--- config.mk ---
export PLATFORM = sky130hd
export DESIGN_NAME = gcnt_top
export DESIGN_NICKNAME = d
export VERILOG_FILES = /design/src/rtl/gcnt_pkg.sv /design/src/rtl/gcnt_gray_step.sv /design/src/rtl/gcnt_slow_step.sv /design/src/rtl/gcnt_decode.sv /design/src/rtl/gcnt_top.sv
export SDC_FILE = /design/constraint.sdc
export NUM_CORES = 1
export LEC_CHECK = 0
export ABC_AREA = 1
export ABC_CLOCK_PERIOD_IN_PS = 2000
export BUFFER_PORTS_ARGS = -buffer_cell sky130_fd_sc_hd__buf_2
export CELL_PAD_IN_SITES_DETAIL_PLACEMENT = 1
export CELL_PAD_IN_SITES_GLOBAL_PLACEMENT = 1
export CORE_MARGIN = 2
export CORE_UTILIZATION = 32
export DETAILED_ROUTE_END_ITERATION = 6
export PLACE_DENSITY = 0.79
export SKIP_CTS_REPAIR_TIMING = 1
export SLEW_MARGIN = 15
export SYNTH_ARGS = -nofsm -noshare
export SYNTH_HDL_FRONTEND = slang
export SYNTH_HIERARCHICAL = 1
export SYNTH_SLANG_ARGS = --single-unit
--- constraint.sdc ---
create_clock -name clk -period 2 [get_ports clk]
set_clock_uncertainty 0.2 [all_clocks]
set_input_delay 0.3 -clock clk [delete_from_list [all_inputs] [get_ports clk]]
set_output_delay 0.3 -clock clk [all_outputs]
set_load 0.1 [all_outputs]
--- src/rtl/gcnt_pkg.sv ---
package gcnt_pkg;

  localparam int SLOW_W = 4;

  typedef logic [SLOW_W-1:0] slow_t;

  // Rank of a slow-field code in its cyclic order
  function automatic logic [SLOW_W-1:0] slow_rank(input slow_t c);
    logic [SLOW_W-1:0] r;
    case (c)
      4'b0000: r = 4'd0;
      4'b0001: r = 4'd1;
      4'b0100: r = 4'd2;
      4'b0101: r = 4'd3;
      4'b1101: r = 4'd4;
      4'b1001: r = 4'd5;
      4'b1100: r = 4'd6;
      4'b1110: r = 4'd7;
      4'b0110: r = 4'd8;
      4'b0111: r = 4'd9;
      4'b1111: r = 4'd10;
      4'b1011: r = 4'd11;
      4'b1000: r = 4'd12;
      4'b1010: r = 4'd13;
      4'b0010: r = 4'd14;
      default: r = 4'd15;
    endcase
    return r;
  endfunction

endpackage

--- src/rtl/gcnt_gray_step.sv ---
module gcnt_gray_step #(
  parameter int M = 4
) (
  input  logic [M-1:0] cur,
  output logic [M-1:0] nxt,
  output logic         last
);
  logic par;
  logic found;

  assign par  = ^cur;
  // Only the top bit set: final code of the cycle
  assign last = (cur == {1'b1, {(M-1){1'b0}}});

  always_comb begin
    nxt   = cur;
    found = 1'b0;
    if (!par) begin
      nxt[0] = ~cur[0];
    end else begin
      for (int i = 0; i < M-1; i++) begin
        if (!found && cur[i]) begin
          nxt[i+1] = ~cur[i+1];
          found    = 1'b1;
        end
      end
      if (!found) nxt[M-1] = 1'b0;
    end
  end
endmodule

--- src/rtl/gcnt_slow_step.sv ---
module gcnt_slow_step
  import gcnt_pkg::*;
(
  input  slow_t cur,
  output slow_t nxt,
  output slow_t probe
);
  // Three-probe decision tree: the first probe is bit 0
  always_comb begin
    nxt = cur;
    if (!cur[0]) begin
      probe = 4'b1011;
      if (!cur[1]) begin
        if (!cur[3]) nxt[0] = 1'b1;
        else         nxt[1] = 1'b1;
      end else begin
        if (cur[3])  nxt[3] = 1'b0;
        else         nxt[0] = 1'b1;
      end
    end else if (!cur[2]) begin
      probe  = 4'b0111;
      nxt[0] = 1'b0;
      if (!cur[1]) nxt[2] = 1'b1;
      else         nxt[1] = 1'b0;
    end else begin
      probe = 4'b1101;
      if (!cur[3]) nxt[3] = 1'b1;
      else         nxt[2] = 1'b0;
    end
  end
endmodule

--- src/rtl/gcnt_decode.sv ---
module gcnt_decode
  import gcnt_pkg::*;
#(
  parameter int N = 8
) (
  input  logic [N-SLOW_W-1:0] fast,
  input  slow_t               slow,
  output logic [N-1:0]        value
);
  localparam int M = N - SLOW_W;

  logic [M-1:0] fast_bin;

  always_comb begin
    fast_bin[M-1] = fast[M-1];
    for (int i = M-2; i >= 0; i--) begin
      fast_bin[i] = fast_bin[i+1] ^ fast[i];
    end
  end

  assign value = {slow_rank(slow), fast_bin};
endmodule

--- src/rtl/gcnt_top.sv ---
module gcnt_top
  import gcnt_pkg::*;
#(
  parameter int N = 8
) (
  input  logic         clk,
  input  logic         rst_n,
  input  logic         inc,
  output logic [N-1:0] state,
  output logic [N-1:0] count,
  output logic [N-1:0] rd_mask,
  output logic [N-1:0] wr_mask
);
  localparam int M = N - SLOW_W;

  logic [M-1:0] fast_q, fast_d, fast_nxt;
  slow_t        slow_q, slow_d, slow_nxt, slow_probe;
  logic         fast_last;
  logic         slow_adv;

  gcnt_gray_step #(.M(M)) u_fast (
    .cur  (fast_q),
    .nxt  (fast_nxt),
    .last (fast_last)
  );

  gcnt_slow_step u_slow (
    .cur   (slow_q),
    .nxt   (slow_nxt),
    .probe (slow_probe)
  );

  gcnt_decode #(.N(N)) u_dec (
    .fast  (fast_q),
    .slow  (slow_q),
    .value (count)
  );

  assign slow_adv = inc & fast_last;

  // Next-state process
  always_comb begin
    fast_d = fast_q;
    slow_d = slow_q;
    if (inc)      fast_d = fast_nxt;
    if (slow_adv) slow_d = slow_nxt;
  end

  // Register process
  always_ff @(posedge clk or negedge rst_n) begin
    if (!rst_n) begin
      fast_q <= '0;
      slow_q <= '0;
    end else if (inc) begin
      fast_q <= fast_d;
      slow_q <= slow_d;
    end
  end

  assign state   = {slow_q, fast_q};
  assign wr_mask = {slow_q ^ slow_d, fast_q ^ fast_d};
  assign rd_mask = inc ? {(slow_adv ? slow_probe : 4'b0000), {M{1'b1}}} : '0;

  AST_RESET_CLEAR: assert property (@(posedge clk) !rst_n |-> state == '0);
  AST_IDLE_HOLD: assert property (@(posedge clk) disable iff (!rst_n)
    !inc |=> $stable(state));
  AST_IDLE_MASKS: assert property (@(posedge clk) disable iff (!rst_n)
    !inc |-> (rd_mask == '0 && wr_mask == '0));
  AST_FAST_ONE_FLIP: assert property (@(posedge clk) disable iff (!rst_n)
    inc |-> $countones(fast_q ^ fast_nxt) == 1);
  AST_SLOW_STILL: assert property (@(posedge clk) disable iff (!rst_n)
    (inc && !fast_last) |=> $stable(slow_q));
  AST_FAST_WRAP: assert property (@(posedge clk) disable iff (!rst_n)
    (inc && fast_last) |=> fast_q == '0);
  AST_COUNT_STEP: assert property (@(posedge clk) disable iff (!rst_n)
    inc |=> count == N'($past(count) + 1'b1));
  AST_WRITE_LIMIT: assert property (@(posedge clk) disable iff (!rst_n)
    $countones(wr_mask) <= 3);
  AST_READ_LIMIT: assert property (@(posedge clk) disable iff (!rst_n)
    $countones(rd_mask) <= N-1);
  AST_WRITE_IN_READ: assert property (@(posedge clk) disable iff (!rst_n)
    (wr_mask & ~rd_mask) == '0);
  AST_SLOW_TWO_FLIPS: assert property (@(posedge clk) disable iff (!rst_n)
    $countones(slow_q ^ slow_nxt) <= 2);
endmodule

* Word level (Yosys, flattened, before mapping)
Memory sizes are Yosys's and may differ from the RTL's. Index checks and enable logic that the tools add are counted.
Word-level totals: register bits after elaboration 8, memory bits (read-only) 64, bits of input ports 3, output and inout bits 32, memories 1
Cells by class: eq/ne operators 1, multiplexer cells 29, bitwise gates (word level) 10, reduce and logical (&&, ||, !) cells 5
Memory list:
- (no name shown) | depth 16, bits a word 4, read ports 1, clocked after memory_dff 0, wr ports 0, line gcnt_pkg.sv:10 | case (c)
Operator list (count):
- two-way mux 1 bit | 20
- two-way mux 4 bit | 5
- two-way mux 8 bit | 1
- XOR 4 bit | 2
- equality test 4 bit (second input constant) | 1
- two-way mux 2 bit | 2
- inverter 1 bit | 4
- parity 4 bit | 1
- two-way mux 3 bit | 1
- XOR 1 bit | 3
- logical AND 1 bit | 2
- logical NOT 1 bit | 2
- bitwise AND 1 bit | 1

* Depth between registers and ports, before layout
depth in word-level cells 14, mapped depth 10

* Hierarchy
Netlist, hierarchy kept.
By module, submodules not included:
- gcnt_top | instances 1, cells an instance 78, area each 579.3 sq um, seq. area each 200.2 sq um
- gcnt_decode | instances 1, cells an instance 35, area each 156.4 sq um, seq. area each 0.0 sq um
- gcnt_gray_step | instances 1, cells an instance 27, area each 136.4 sq um, seq. area each 0.0 sq um
- gcnt_slow_step | instances 1, cells an instance 19, area each 81.3 sq um, seq. area each 0.0 sq um

* Worst setup path after synthesis
Ideal clock, no wire load.
path kind flip-flop to output port, start point register fast_q[3], end point output rd_mask[4], arrival time 2997 ps, data required time 1500 ps, slack -1497 ps, stages on the path, launching flop included 8, cells stage by stage dfrtp_1 > ha_1 > nand2_1 > inv_1 > buf_4 > nand2_4 > buf_6 > nor2_1
On the way: cells in the longest elaborated chain, start to end 4
Ends and longest elaborated chain:
- start, declared | line gcnt_top.sv:16 | logic [M-1:0] fast_q, fast_d, fast_nxt;
- start signal, assigned | line gcnt_top.sv:55 | fast_q <= fast_d;
- equality test 4 bit | line gcnt_gray_step.sv:13 | assign last = (cur == {1'b1, {(M-1){1'b0}}});
- via fast_last | line gcnt_top.sv:18 | logic fast_last;
- bitwise AND 1 bit | line gcnt_top.sv:39 | assign slow_adv = inc & fast_last;
- two-way mux 4 bit | line gcnt_top.sv:62 | assign rd_mask = inc ? {(slow_adv ? slow_probe : 4'b0000), {M{1'b1}}} : '0;
- two-way mux 8 bit | line gcnt_top.sv:62
- end, declared | line gcnt_top.sv:11 | output logic [N-1:0] rd_mask,
The timed path passes the listed nets, and every way through them passes these cells.

* Worst setup path after layout
start point register fast_q[3], end point output wr_mask[3]
On the way: cells in the longest elaborated chain, start to end 6
Ends and longest elaborated chain:
- inverter 1 bit | line gcnt_gray_step.sv:23 | nxt[i+1] = ~cur[i+1];
- two-way mux 1 bit | line gcnt_gray_step.sv:22 | if (!found && cur[i]) begin
- two-way mux 1 bit | line gcnt_gray_step.sv:27 | if (!found) nxt[M-1] = 1'b0;
- two-way mux 3 bit (*) | line gcnt_gray_step.sv:18 | if (!par) begin
- via fast_nxt[3] | line gcnt_top.sv:16
- two-way mux 4 bit (*) | line gcnt_top.sv:45 | if (inc) fast_d = fast_nxt;
- XOR 4 bit (*) | line gcnt_top.sv:61 | assign wr_mask = {slow_q ^ slow_d, fast_q ^ fast_d};
- end, declared | line gcnt_top.sv:12 | output logic [N-1:0] wr_mask
Mark *: on every way through the listed nets, which the timed path passes. The rest lies on a longest branch.

==> metrics.cfg <==
[run_status]
status = complete, but fails checks
violations = design-rule violations, negative setup slack

[drt]
drt_wl_total_mm = 4.82
firstDrtPassIters = 6
drt_iter0_markers = 47
wl_per_cell_um = 20.8
ant_nets = 0
drc = 3
routed_via_density = 5.33
vias = 1231

[layout]
area.growth.synth_to_final_pct = 99.6
diodes = 0
nFillCells = 320
drive_gt1_frac = 0.635
nets = 209

[clock_tree]
path_clk_slew_ps = 70
cts_buffers = 3
worstSkewPairLatency_ps = 270
numClockSinks = 8
cts_tree = done
cts_htree_levels = 1
ctsRootBufferMaster = clkbuf_4
clk_path_buf_depth = 2

[global_route]
grt.total_usage = 0.202
grt_pass1_vias = 1194
grt_overflow_total = 0
antenna_found_initial = 0
grt_pass1_wl_mm = 5.41
grt_max_degree = 27

[die]
fp.dieW_um = 58.6
dieArea_sq_um = 3430
die_h_um = 58.6
initial_core_util = 0.340
core_area_sq_um = 2810
io_pins = 35
placementRows = 19

[placement]
pre_cts_ws_ps = -91.5
dp_hpwl_mm = 2.47
gp_congestion = 0.776
port_buffers = 34

[sta]
rsz0062_at_grt = true
finalMaxSlewViolations = 0
hold_viol = 0
fin_ws_ps = -438
period_needed_ps = 2440
tightest_slew_ps = 576
timing.fmax_ghz = 0.410
fin_crit_sh = 1.22
finalSetupViolations = 18
relSlewSlack = 0.616

[synthesis]
ys_warn_count = 6
syn_nets = 166
syn_inst = 159
synthArstFlopShare = 1.00
syn_area_sq_um = 953
synth.area.top_cells = dfrtp_1, nand2_1, inv_1, nand3_1, buf_4
synth_ff_type = dfrtp_1
yosys_register_bits = 8
yosysMostFrequentCell = nand2_1
syn_area_per_cell_sq_um = 6.00
synth_top_area_frac = 0.210
synth_cell_types = 16
synth_edf_count = 0
yosys.area.top_type = dfrtp_1
ys_top_cells_by_count = nand2_1, inv_1, nand3_1
ys_seq_area_frac = 0.210

[critical_path]
path_class = flip-flop to primary output
path_max_fanout = 4
critPathRequiredTime_ps = 1500
end_kind = primary output
crit_arrival_ps = 1940
start_kind = flip-flop

[job]
maxCapViolations = 0

[worst_hold_path]
hp-class = primary input to async pin

-- path summary, 6_finish.rpt --
path	from	end	slack (ps)	depth (start not counted)
worst max register to register	fast_q[1]	slow_q[0]	120	8
max in group asynchronous	rst_n	slow_q[0]	1140	2
worst min register to register	slow_q[2]	slow_q[2]	410	2
worst max-delay path	fast_q[3]	wr_mask[3]	-440	10
min in group clk	inc	fast_q[2]	390	2
worst min-delay path	rst_n	slow_q[2]	230	2
-- per-layer routing --
metal	part of all wire	GRT usage
met5	0	0
met1	0.43	0.252
met3	0.033	0.0462
met4	0.020	0.0227
met2	0.52	0.364
-- area by class of cell --
cell class / instances / area (sq um) / area share
Timing Repair inverter: 1 / 7.51 / 0.00394
Multi-Input combinational cell: 107 / 818 / 0.430
Clock buffer: 3 / 22.5 / 0.0118
Sequential cell: 8 / 230 / 0.121
Tap cell: 31 / 38.8 / 0.0204
Inverter: 32 / 136 / 0.0717
Timing Repair Buffer: 49 / 649 / 0.341
-- cell families (layout without fill, tap and decap cells) --
group	after synthesis	count (layout)	share of synthesized area
simple gates	89	89	0.413
buf+inv	44	85	0.236
compound gates	13	13	0.0840
flops	8	8	0.210
fa+ha+maj	4	4	0.0525
other cells	1	1	0.00393
-- flip-flops by register name, indices dropped and copies added, names as in the netlist --
| name | count |
|---|---|
| slow_q | 4 |
| fast_q | 4 |
-- through the flow --
stage | instance area, sq um | cells | utilization | TNS [ps] | hold WS, ps
3_5_place_dp | 1640 | 219 | 0.584 | -288 | -38.6
3_3_place_gp | 1640 | 219 | 0.584 | -1.31 | -44.9
6_report | 1900 | 231 | 0.678 | -4540 | 231
5_1_grt | 1900 | 231 | 0.678 | -5380 | 249
2_1_floorplan | 1150 | 159 | - | -1490 | -196
4_1_cts | 1660 | 222 | 0.592 | -3840 | -323
-- critical path, cell delays in order (launching register included) --
cell and delay [ps]:
dfrtp_4 500, ha_4 310, inv_2 50, nand2_1 60, nand3_1 80, nand2_1 90, nand2_2 70, nand2_2 100
nand3_2 120, nand2_4 120, buf_12 170
-- cells in the final DEF, fill, tap and decap left out --
cell           synthesis  final
buf_8                  0      1
clkinvlp_4             0      2
buf_12                 0     23
nand2_8                0      1
nand2_1               52     26
a21oi_1                1      1
o21ai_2                4      5
buf_6                  4      3
nor2_2                 1      1
o21ai_0                8      7
nand3_1               18      5
dfrtp_4                0      8
conb_1                 1      1
inv_2                  0      5
nor2_1                 6      2
dlygate4sd3_1          0      1
nor2_4                 0      4
nand3_4                0      2
buf_2                  0     11
nand2_2                3     16
inv_1                 32     21
nand3_2                0     11
inv_4                  0      5
nand4_1                8      8
ha_4                   0      3
buf_4                  8     10
ha_1                   4      1
clkbuf_4               0      3
nand2_4                1     13
Power is not shown: default switching activity piles up to over one toggle a cycle in this logic, so the estimate is an artifact.
